File: src/rtl/pw_pkg.sv
package pw_pkg;

    typedef enum logic [1:0] {
        PW_IDLE,
        PW_FILL,
        PW_PROG,
        PW_COMMIT
    } pw_state_e;

endpackage

File: src/rtl/pw_bit_assembler.sv
module pw_bit_assembler (
    input  logic       clk,
    input  logic       rst_n,
    input  logic       clear,
    input  logic       enable,
    input  logic       bit_tick,
    input  logic       bit_val,
    output logic       byte_rdy,
    output logic [7:0] byte_out,
    output logic       at_boundary
);

    logic [2:0] bit_cnt_q;
    logic [6:0] shift_q;
    logic       take;

    assign take        = enable && bit_tick;
    assign byte_rdy    = take && (bit_cnt_q == 3'd7);
    assign byte_out    = {shift_q, bit_val};
    assign at_boundary = (bit_cnt_q == 3'd0);

    always_ff @(posedge clk) begin
        if (!rst_n) begin
            bit_cnt_q <= '0;
            shift_q   <= '0;
        end else if (clear) begin
            bit_cnt_q <= '0;
        end else if (take) begin
            bit_cnt_q <= bit_cnt_q + 3'd1;
            shift_q   <= {shift_q[5:0], bit_val};
        end
    end

endmodule

File: src/rtl/pw_page_latch.sv
module pw_page_latch #(
    parameter int PAGE_BYTES = 32,
    localparam int OFF_W     = $clog2(PAGE_BYTES)
) (
    input  logic                    clk,
    input  logic                    rst_n,
    input  logic                    clear,
    input  logic [OFF_W-1:0]        start_off,
    input  logic                    wr_en,
    input  logic [7:0]              byte_in,
    output logic [PAGE_BYTES*8-1:0] data_flat,
    output logic [PAGE_BYTES-1:0]   mask,
    output logic                    any_byte
);

    logic [OFF_W-1:0] ptr_q;
    logic [7:0]       data_q [PAGE_BYTES];
    logic [PAGE_BYTES-1:0] mask_q;

    always_ff @(posedge clk) begin
        if (!rst_n) begin
            ptr_q <= '0;
        end else if (clear) begin
            ptr_q <= start_off;
        end else if (wr_en) begin
            ptr_q <= ptr_q + OFF_W'(1);
        end
    end

    for (genvar g = 0; g < PAGE_BYTES; g++) begin : g_slot
        always_ff @(posedge clk) begin
            if (!rst_n) begin
                data_q[g] <= '0;
                mask_q[g] <= 1'b0;
            end else if (clear) begin
                mask_q[g] <= 1'b0;
            end else if (wr_en && (ptr_q == OFF_W'(g))) begin
                data_q[g] <= byte_in;
                mask_q[g] <= 1'b1;
            end
        end
        assign data_flat[8*g +: 8] = data_q[g];
    end

    assign mask     = mask_q;
    assign any_byte = |mask_q;

endmodule

File: src/rtl/pw_write_fsm.sv
module pw_write_fsm
    import pw_pkg::*;
#(
    parameter int WR_CYCLES = 625000,
    localparam int CNT_W    = $clog2(WR_CYCLES)
) (
    input  logic clk,
    input  logic rst_n,
    input  logic cs_n,
    input  logic wr_begin,
    input  logic at_boundary,
    input  logic any_byte,
    input  logic wr_allow,
    output logic load,
    output logic collect,
    output logic wip,
    output logic arr_we,
    output logic wel_clr
);

    localparam logic [CNT_W-1:0] LAST = CNT_W'(WR_CYCLES - 2);

    pw_state_e        state_q, state_d;
    logic [CNT_W-1:0] cnt_q;

    always_ff @(posedge clk) begin
        if (!rst_n) begin
            state_q <= PW_IDLE;
            cnt_q   <= '0;
        end else begin
            state_q <= state_d;
            cnt_q   <= (state_q == PW_PROG) ? cnt_q + CNT_W'(1) : '0;
        end
    end

    always_comb begin
        state_d = state_q;
        unique case (state_q)
            PW_IDLE: begin
                if (wr_begin && !cs_n) state_d = PW_FILL;
            end
            PW_FILL: begin
                if (cs_n) begin
                    if (at_boundary && any_byte && wr_allow) state_d = PW_PROG;
                    else                                     state_d = PW_IDLE;
                end
            end
            PW_PROG: begin
                if (cnt_q == LAST) state_d = PW_COMMIT;
            end
            PW_COMMIT: begin
                state_d = PW_IDLE;
            end
            default: state_d = PW_IDLE;
        endcase
    end

    always_comb begin
        load    = (state_q == PW_IDLE) && wr_begin && !cs_n;
        collect = (state_q == PW_FILL) && !cs_n;
        wip     = (state_q == PW_PROG) || (state_q == PW_COMMIT);
        arr_we  = (state_q == PW_COMMIT);
        wel_clr = (state_q == PW_COMMIT);
    end

endmodule

File: src/rtl/pw_page_writer.sv
module pw_page_writer #(
    parameter int ADDR_W     = 13,
    parameter int PAGE_BYTES = 32,
    parameter int WR_CYCLES  = 625000,
    localparam int OFF_W     = $clog2(PAGE_BYTES),
    localparam int PAGE_W    = ADDR_W - OFF_W
) (
    input  logic                    clk,
    input  logic                    rst_n,
    input  logic                    cs_n,
    input  logic                    wr_begin,
    input  logic [ADDR_W-1:0]       start_addr,
    input  logic                    bit_tick,
    input  logic                    bit_val,
    input  logic                    wr_allow,
    output logic                    wip,
    output logic                    wel_clr,
    output logic                    arr_we,
    output logic [PAGE_W-1:0]       arr_page,
    output logic [PAGE_BYTES*8-1:0] arr_data,
    output logic [PAGE_BYTES-1:0]   arr_mask
);

    logic       load, collect;
    logic       byte_rdy, at_boundary, any_byte;
    logic [7:0] byte_val;
    logic [PAGE_W-1:0] page_q;

    pw_write_fsm #(.WR_CYCLES(WR_CYCLES)) i_fsm (
        .clk         (clk),
        .rst_n       (rst_n),
        .cs_n        (cs_n),
        .wr_begin    (wr_begin),
        .at_boundary (at_boundary),
        .any_byte    (any_byte),
        .wr_allow    (wr_allow),
        .load        (load),
        .collect     (collect),
        .wip         (wip),
        .arr_we      (arr_we),
        .wel_clr     (wel_clr)
    );

    pw_bit_assembler i_asm (
        .clk         (clk),
        .rst_n       (rst_n),
        .clear       (load),
        .enable      (collect),
        .bit_tick    (bit_tick),
        .bit_val     (bit_val),
        .byte_rdy    (byte_rdy),
        .byte_out    (byte_val),
        .at_boundary (at_boundary)
    );

    pw_page_latch #(.PAGE_BYTES(PAGE_BYTES)) i_latch (
        .clk       (clk),
        .rst_n     (rst_n),
        .clear     (load),
        .start_off (start_addr[OFF_W-1:0]),
        .wr_en     (byte_rdy),
        .byte_in   (byte_val),
        .data_flat (arr_data),
        .mask      (arr_mask),
        .any_byte  (any_byte)
    );

    always_ff @(posedge clk) begin
        if (!rst_n)    page_q <= '0;
        else if (load) page_q <= start_addr[ADDR_W-1:OFF_W];
    end

    assign arr_page = page_q;

endmodule

File: config.mk
export PLATFORM = sky130hd
export DESIGN_NAME = pw_page_writer
export DESIGN_NICKNAME = d
export VERILOG_FILES = /design/src/rtl/pw_pkg.sv /design/src/rtl/pw_bit_assembler.sv /design/src/rtl/pw_page_latch.sv /design/src/rtl/pw_write_fsm.sv /design/src/rtl/pw_page_writer.sv
export SDC_FILE = /design/constraint.sdc
export NUM_CORES = 1
export LEC_CHECK = 0
export ABC_AREA = 1
export BUFFER_PORTS_ARGS = -buffer_cell sky130_fd_sc_hd__buf_2
export CAP_MARGIN = 40
export CORE_MARGIN = 4
export CORE_UTILIZATION = 53
export CTS_CLUSTER_SIZE = 16
export DETAILED_ROUTE_END_ITERATION = 10
export PLACE_DENSITY = 0.8
export SYNTH_ARGS = -nofsm -noshare
export SYNTH_HDL_FRONTEND = slang
export SYNTH_SLANG_ARGS = --single-unit
File: constraint.sdc
create_clock -name clk -period 3.4 [get_ports clk]
set_input_delay 0.68 -clock clk [delete_from_list [all_inputs] [get_ports clk]]
set_output_delay 0.68 -clock clk [all_outputs]
set_load 0.03 [all_outputs]
==> results of run 1 <==
## cells in the mapped netlist, types with 4 or more instances
cell type | count | area [µm²]
nor2_1 | 350 | 1314
edfxtp_1 | 256 | 7687
nand2_1 | 122 | 457.9
dfxtp_1 | 77 | 1541
o21ai_0 | 70 | 350.3
inv_1 | 66 | 247.7
clkbuf_1 | 34 | 127.6
a21oi_1 | 25 | 125.1
nand3_1 | 15 | 75.07
nand2_2 | 14 | 87.58
nand3_2 | 12 | 120.1
ha_1 | 11 | 137.6
nand4_1 | 10 | 62.56
nor3_1 | 8 | 40.04
nand3_4 | 6 | 105.1
buf_2 | 5 | 25.02
buf_1 | 4 | 15.01
## state kept, by name (all words and copies together) (netlist names), named ones only
register and flops:
i_asm.bit_cnt_q 3, i_latch.ptr_q 5, i_fsm.state_q 1, arr_page 8
i_fsm.cnt_q 20, i_asm.shift_q 7, i_latch.data_q 256, i_latch.mask 32
## worst register-to-register path: cells and delay by family, from the launching register on
| kind | cells | cell delay, ns |
|---|---|---|
| flops | 1 | 0.40 |
| buf+inv | 3 | 0.76 |
| simple gates | 5 | 0.92 |
## report_power, final
group / total [µW] / switching [µW] / leakage (µW) / internal [µW]
Clock: 3670 / 1480 / 0.000539 / 2190
Combinational: 707 / 542 / 0.00286 / 165
Sequential: 4550 / 58.1 / 0.00327 / 4490
## kinds of logic (layout without fill, tap and decap cells)
logic type	count (synthesis)	count (layout)	synth area share
compound gates	95	95	0.03744
xor+xnor	2	2	0.001380
fa+ha+maj	11	11	0.01084
buf+inv	116	498	0.03744
flops	333	333	0.7268
simple gates	546	546	0.1861
## routing by layer
layer | up-vias | global-route usage
li1 | 4390 | -
met3 | 70 | 0.03974
met5 | - | 0
met2 | 528 | 0.4630
met4 | 0 | 0.09874
met1 | 4574 | 0.3496
## worst min-delay path by stage
stage	to	slack, ns	from	cells past startpoint
final	arr_page[2]	0.43	start_addr[7]	3
after global placement	i_latch.mask[8]	0.45	i_latch.mask[8]	2
after floorplan	i_fsm.cnt_q[19]	0.45	i_fsm.cnt_q[19]	2
after CTS	arr_page[2]	0.42	start_addr[7]	3
after global routing	arr_page[1]	0.44	start_addr[6]	3
after detailed placement	i_latch.mask[29]	0.46	i_latch.mask[29]	2
## final cells by class
| type | count | area (µm²) |
|---|---|---|
| sequential | 333 | 9229 |
| fill | 1727 | 7507 |
| multi-input combinational | 654 | 2994 |
| timing repair buffer | 368 | 2047 |
| clock buffer | 49 | 991.0 |
| tap | 319 | 399.1 |
| inverter | 68 | 255.2 |
| clock inverter | 13 | 120.1 |
## stage by stage
step           instances    util  worst slack [ns]  hold WS, ns  area, µm²
2_1_floorplan       1103       -            0.8382       0.4473      12700
3_3_place_gp        1738  0.6298            0.8610       0.4532      14830
3_5_place_dp        1742  0.6339            0.8001       0.4575      14920
4_1_cts             1804  0.6811             1.189       0.4210      16040
5_1_grt             1804  0.6811            0.9715       0.4427      16040
6_report            1804  0.6811             1.175       0.4328      16040
==> flow_summary_export.csv, run 1 <==
group,metric,value,unit
synthesis,synth_async_sr_flop_share,0,
synthesis,synth-edff-count,256,
routing,drtIter0Drc,908,
setup_path,required,3.75,ns
clocking,cts_tree,"done",
sta,timing.setup.tns,0,ns
setup_path,cp.buffers_inverters,3,
die,fp.dieH,162.8,µm
global_route,first_global_vias,9470,
die,die_area,0.02650,mm²
die,io_pins,319,
place,gp_congestion,0.9574,
setup_path,rrSetupSlack,1.17,ns
clocking,post_cts_buffers,0,
global_route,overflow,0,
clocking,hold_buffers,0,
power,p_leak,0.006667,µW
global_route,grt_antenna_before_repair,0,
setup_path,crit_path_start_kind,"register",
global_route,grt_max_degree,38,
routing,wl_met2,18400,µm
sta,hold_viol_final,0,
clocking,ctsResizeCount,0,
synthesis,yosysWarningCount,0,
routing,first_pass_iters,6,
sta,max_freq,449.4,MHz
sta,slew_viol_final,0,
outcome,status,"finished, final reports clean",
sta,period_share,0.6544,
sta,skew,0.01702,ns
sta,timing.final.crit_period,2.225,ns
synthesis,syn_area_per_cell,11.51,µm²
routing,final_antenna_net_count,0,
clocking,numCtsBuffers,34,
clocking,worstSkewPairLatency,0.51,ns
run,max_cap_violations,0,
clocking,cts.sinks,333,
routing,met3_length,2832,µm
routing,vias_per_cell,5.300,
sta,slew_headroom,0.4064,
routing,wl_per_cell,20.09,µm
setup_path,rr_worst_depth,8,
global_route,grt_pass1_wl,54350,µm
setup_path,max_stage_delay,0.40,ns
clocking,htreeDepth,2,
synthesis,postSynthCellCount,1103,
sta,rsz0062_at_grt,"no",
layout,layout.cells.most_common,"nor2_1",
setup_path,r2r-end,"i_latch.data_q[5][9]",
place,port_buffers,318,
synthesis,synthesis.nets,1134,
routing,vias,9562,
setup_path,arrival,2.58,ns
die,coreArea,0.02354,mm²
routing,top_layer,"met4",
routing,routed_wl,36240,µm
synthesis,ys_types,28,
hold_path,hp-class,"in2reg",
routing,met1_length,13900,µm
synthesis,syn_area,0.01270,mm²
setup_path,end_kind,"register",
setup_path,cp_top_family,"simple AND/OR/NAND/NOR gates",
clocking,root_buffer,"clkbuf_16",
clocking,cts.clk_slew.worst_paths,0.06,ns
layout,drive_above_1_share,0.3077,
layout,fin_nets,1490,
die,core.rowCount,56,
synthesis,yosysSeqAreaShare,0.7268,
setup_path,endpoint,"i_latch.data_q[5][9]",
die,dieWidth,162.8,µm
setup_path,critPathMaxFanout,33,
power,power_density,556.7,mW/mm²
sta,setup_viol,0,
global_route,grt_usage,0.2691,
routing,drc,0,
die,start_util,0.5394,
power,power,8927,µW
place,place_hpwl,25550,µm
clocking,clockBufferDepth,3,
synthesis,synth_ff_type,"edfxtp_1",
layout,num_antenna_cells,0,
synthesis,ys_seq_elements,333,
setup_path,cpMaxStageDelayCell,"dfxtp_1",
setup_path,crit_cells,8,
layout,layout_common_cells,"nor2_1, buf_2, edfxtp_1",
power,ir_worst_vdd,377.2,µV
setup_path,path_cells,"nor2_1 -> nand2_1 -> nand2_1 -> buf_4 -> inv_2 -> buf_12 -> nand3_2 -> nor2_1",
setup_path,criticalPathCategory,"reg2reg",
sta,worst_pin_slew,0.8894,ns
layout,area_growth,26.28,%
Note: power is estimated with default switching activity, not from simulation.
==> inputs of run 2 (changes only) <==
- CORE_UTILIZATION: 53 -> 48
- PLACE_DENSITY: 0.8 -> 0.76
- clock period: 3.4 -> 1.8 ns (I/O delays scaled with it)
==> flow_summary_export.csv, run 2 (synthesis gave the netlist of run 1 again) <==
group,metric,value,unit
outcome,status,"finished, final reports clean",
setup_path,cp.buffers_inverters,2,
setup_path,cpMaxStageDelayCell,"dfxtp_2",
global_route,grt_antenna_before_repair,0,
setup_path,r2r_start,"i_latch.ptr_q[1]",
clocking,cts.clk_slew.worst_paths,0.06,ns
hold_path,worstHoldStart,"start_addr[11]",
setup_path,path_common_cell,"nor2_1",
place,gp_congestion,0.8946,
global_route,overflow,0,
clocking,worstSkewPairLatency,0.51,ns
routing,wl_per_cell,20.23,µm
layout,num_antenna_cells,0,
die,core.rowCount,59,
layout,layout_common_cells,"nor2_1, buf_2, edfxtp_1",
setup_path,crit_path_start,"i_latch.ptr_q[1]",
hold_path,hp-class,"in2reg",
sta,worst_pin_slew,0.4376,ns
layout,layout.cells.most_common,"nor2_1",
clocking,root_buffer,"clkbuf_16",
clocking,cts.sinks,333,
layout,area_growth,29.95,%
sta,setup_viol,0,
routing,routed_wl,37080,µm
routing,drc,0,
routing,first_pass_iters,5,
die,coreArea,0.02606,mm²
sta,slew_viol_final,0,
setup_path,cp_top_family,"simple AND/OR/NAND/NOR gates",
place,dp_slack,-0.04735,ns
layout,largest_reg_flops,256,
setup_path,arrival,2.01,ns
place,port_buffers,318,
sta,skew,0.01928,ns
global_route,first_global_vias,9441,
routing,vias,9515,
sta,slew_headroom,0.7083,
setup_path,max_stage_delay,0.37,ns
global_route,grt_pass1_wl,55400,µm
setup_path,crit_path_start_kind,"register",
clocking,hold_buffers,0,
routing,drtIter0Drc,951,
clocking,cts_tree,"done",
clocking,htreeDepth,2,
die,start_util,0.4873,
layout,fin_nets,1504,
global_route,grt_usage,0.2487,
power,p_leak,0.006794,µW
layout,drive_above_1_share,0.3458,
sta,max_freq,572.2,MHz
setup_path,end_kind,"register",
routing,vias_per_cell,5.191,
place,place_hpwl,26300,µm
routing,final_antenna_net_count,0,
layout,top_register,"i_latch.data_q",
setup_path,criticalPathCategory,"reg2reg",
clocking,numCtsBuffers,34,
sta,timing.final.crit_period,1.748,ns
sta,hold_viol_final,0,
sta,fin_ws,0.05226,ns
clocking,clockBufferDepth,3,
die,fp.dieH,170.7,µm
setup_path,path_cells,"inv_1 -> ha_1 -> buf_4 -> nand2_1 -> nor2_1 -> nand2_2 -> nor2_1",
die,io_pins,319,
global_route,grt_max_degree,49,
die,die_area,0.02912,mm²
sta,rsz0062_at_grt,"yes",
run,max_cap_violations,0,
setup_path,required,2.06,ns
layout,final_util,0.6333,
setup_path,critPathMaxFanout,9,
die,dieWidth,170.7,µm
power,ir_worst_vdd,872.2,µV
power,power_density,1017,mW/mm²
sta,period_share,0.9710,
==> run 2: cell count changes in the layout (fill, tap and decap cells not counted), sizes merged <==
| cell | before | now |
|---|---|---|
| inv | 68 | 70 |
| buf | 368 | 382 |
| bufinv | 2 | 1 |
| clkinv | 9 | 8 |
| clkbuf | 49 | 48 |
==> run 2: area by class of cell <==
type / instances / area, µm²
Clock buffer: 48 / 963.4
Tap cell: 335 / 419.2
Sequential cell: 333 / 9238
Clock inverter: 13 / 111.4
Multi-Input combinational cell: 654 / 3299
Fill cell: 1974 / 9557
Timing Repair Buffer: 382 / 2203
Inverter: 68 / 267.8
==> run 2: per-stage QoR <==
step           instances  power (µW)  hold slack (ns)  TNS (ns)  area [µm²]
3_3_place_gp        1772       10150           0.4494         0       15370
5_1_grt             1833       17310           0.1149   -0.1008       16500
6_report            1833       16780           0.1060         0       16500
4_1_cts             1833       16840          0.08997         0       16450
3_5_place_dp        1772       10180           0.4535    -2.928       15370
2_1_floorplan       1103        9617           0.4473    -12.53       13010
==> run 2: timing repair <==
item / 4_1_cts / 5_1_grt
pin swaps: 2 / 9
cloned: 0 / 0
setup buffers: 0 / 0
gates resized for setup: 2 / 16
setup endpoints to repair: 28 / 401
==> run 2: final timing paths <==
path,cells after the start,slack [ns],endpoint
setup / recovery,7,0.05,i_latch.data_q[0][8]
hold / removal,3,0.11,arr_page[6]
setup reg to reg,7,0.05,i_latch.data_q[0][8]
hold reg to reg,2,0.47,i_latch.mask[12]
==> run 2: worst min-delay path, cell delays in order <==
cell	delay (ns)
buf_2	0.07
o21ai_0	0.07
nor2_1	0.07
==> run 2: power by group <==
part           switching [µW]  internal (µW)  leakage [µW]
clock                    2850           3900      0.000522
sequential                107           8480       0.00327
combinational            1070            364       0.00300
==> run 2: routing by layer <==
layer / vias up / GRT usage / share of wire
li1: 4421 / - / -
met1: 4533 / 0.3074 / 0.38
met2: 478 / 0.4357 / 0.51
met3: 83 / 0.04713 / 0.078
met4: 0 / 0.09444 / 0.038
met5: - / 0 / 0
==> inputs of run 3 (changes only) <==
- ABC_AREA: 1 -> not set
==> flow_summary_export.csv, run 3 <==
group,metric,value,unit
sta,fin_ws,-0.03256,ns
sta,slew_headroom,0.6013,
routing,wl_per_cell,21.25,µm
die,core.rowCount,60,
setup_path,required,2.06,ns
setup_path,r2r-end,"i_latch.data_q[8][11]",
global_route,grt_max_degree,30,
place,placed_cell_area,0.01623,mm²
global_route,overflow,0,
routing,vias,9407,
sta,timing.final.crit_period,1.833,ns
synthesis,synth_top_cell_by_area,"edfxtp_1",
layout,largest_reg_flops,256,
sta,holdWs,0.09232,ns
synthesis,yosysWarningCount,0,
hold_path,worstHoldStart,"start_addr[7]",
outcome,status,"complete, but fails checks",
die,die_area,0.03026,mm²
layout,area_growth,36.17,%
sta,period_share,1.018,
die,fp.dieH,173.9,µm
layout,fillCellCount,1972,
hold_path,hp-class,"in2reg",
die,io_pins,319,
routing,drtIter0Drc,747,
global_route,grt_antenna_before_repair,1,
routing,top_layer,"met4",
die,dieWidth,173.9,µm
hold_path,holdPathStages,3,
setup_path,rrSetupSlack,-0.03,ns
synthesis,syn_area_per_cell,13.71,µm²
place,dp_slack,-0.1646,ns
routing,first_pass_iters,5,
synthesis,synth_area_leaders,"edfxtp_1, and2_1, dfxtp_1, nor3_4, a21o_1",
sta,skew,0.007088,ns
routing,met3_length,2431,µm
layout,fin_nets,1455,
synthesis,synthesis.nets,995,
hold_path,hold-path-endpoint,"arr_page[2]",
routing,drc,0,
synthesis,postSynthCellCount,964,
sta,hold_viol_final,0,
sta,rsz0062_at_grt,"yes",
setup_path,criticalPathCategory,"reg2reg",
setup_path,rr_worst_depth,6,
clocking,cts.sinks,333,
synthesis,yosysMostFrequentCell,"and2_1",
synthesis,syn_area,0.01322,mm²
layout,top_register,"i_latch.data_q",
routing,vias_per_cell,5.252,
routing,wl_met2,19430,µm
place,gp_congestion,0.8188,
synthesis,ys_types,43,
setup_path,crit_path_start_kind,"register",
sta,max_freq,545.7,MHz
layout,fin_cells,1791,
place,dp.cells,1685,
setup_path,max_stage_delay,0.56,ns
synthesis,synth_async_sr_flop_share,0,
die,coreArea,0.02703,mm²
power,power,17040,µW
sta,worst_pin_slew,0.5965,ns
clocking,htreeDepth,2,
setup_path,crit_cells,6,
run,max_cap_violations,0,
synthesis,ys_seq_elements,333,
layout,layout_common_cells,"buf_2, edfxtp_1, and2_1",
layout,num_antenna_cells,0,
synthesis,synth_ff_type,"edfxtp_1",
power,p_leak,0.007765,µW
routing,final_antenna_net_count,0,
synthesis,synthTopCellsByCount,"and2_1, edfxtp_1, dfxtp_1",
routing,routed_wl,38070,µm
power,ir_worst_vdd,612.6,µV
global_route,grt_usage,0.2356,
routing,met1_length,15270,µm
layout,stdcell_area,0.01800,mm²
setup_path,path_cells,"or4b_4 -> nand2_8 -> buf_16 -> buf_12 -> nor3_4 -> and2_1",
setup_path,cpMaxStageDelayCell,"or4b_4",
clocking,clockBufferDepth,3,
place,place_hpwl,25760,µm
power,power_density,946.9,mW/mm²
clocking,worstSkewPairLatency,0.50,ns
setup_path,cp_top_family,"simple AND/OR/NAND/NOR gates",
place,port_buffers,318,
clocking,cts.clk_slew.worst_paths,0.06,ns
sta,slew_viol_final,0,
setup_path,critPathMaxFanout,9,
synthesis,yosysSeqAreaShare,0.6982,
setup_path,end_kind,"register",
global_route,first_global_vias,9303,
setup_path,arrival,2.09,ns
layout,layout.cells.most_common,"buf_2",
clocking,numCtsBuffers,34,
setup_path,cp.buffers_inverters,2,
setup_path,r2r_start,"i_fsm.state_q[0]",
global_route,grt_pass1_wl,55280,µm
outcome,violations,"negative setup slack",
die,start_util,0.4891,
synthesis,synth_top_area_share,0.5816,
layout,drive_above_1_share,0.4172,
clocking,root_buffer,"clkbuf_16",
clocking,cts_tree,"done",
sta,setup_viol,19,
synthesis,synth-edff-count,256,
-- run 3: report_power, final --
part	internal (µW)	switching (µW)
clock network	4120	2820
registers	8520	105
logic	426	1060
-- run 3: cells by family (layout without fill, tap and decap cells) --
kind of cell / Yosys count / in the layout / synth area share
AOI/OAI and AO/OA: 103 / 103 / 0.04610
xor gates and xnor gates: 15 / 15 / 0.009939
adders and majority gates: 11 / 11 / 0.01041
buffers and inverters: 68 / 543 / 0.02215
DFF: 333 / 333 / 0.6982
muxes: 3 / 3 / 0.002461
and+or+nand+nor: 431 / 442 / 0.2107
-- run 3: worst max-delay path by stage --
stage	startpoint	endpoint	slack [ns]
6_report	i_fsm.state_q[0]	i_latch.data_q[8][11]	-0.03
3_5_place_dp	cs_n	i_latch.data_q[15][0]	-0.16
2_1_floorplan	i_asm.bit_cnt_q[0]	i_latch.data_q[5][0]	-0.12
5_1_grt	i_latch.ptr_q[2]	i_latch.data_q[2][1]	-0.09
4_1_cts	register	i_latch.data_q[14][3]	-0.004
3_3_place_gp	cs_n	i_latch.data_q[15][3]	-0.11
-- run 3: area by class of cell --
type | count | area [µm²] | area share
timing repair buffer | 467 | 3078 | 0.1710
tap | 341 | 426.7 | 0.02371
clock inverter | 14 | 86.33 | 0.004797
inverter | 14 | 52.55 | 0.002920
sequential | 333 | 9231 | 0.5129
clock buffer | 48 | 1027 | 0.05707
multi-input combinational | 574 | 4096 | 0.2276
-- run 3: layer usage --
layer  global-route usage  vias up
met5                    0        -
met4              0.06763        0
met3              0.04524       66
met2               0.4097      384
met1               0.3029     4627
li1                     -     4330
-- run 3: repair_timing --
action,in CTS,in global routing
pin swaps,6,66
hold buffers,0,0
resized for setup,7,44
setup endpoints to repair,255,480
setup buffers,7,23
cloned,1,13
-- run 3: through the flow --
stage / util / TNS, ns
finish: 0.6660 / -0.2727
global route: 0.6660 / -10.53
CTS: 0.6466 / -0.004059
detailed placement: 0.6005 / -43.76
global placement: 0.6005 / -31.47
floorplan: - / -15.19
-- run 3: tightest hold or removal path, stage by stage --
cell,delay [ns]
buf_2,0.09
nand2_1,0.04
a21oi_1,0.05
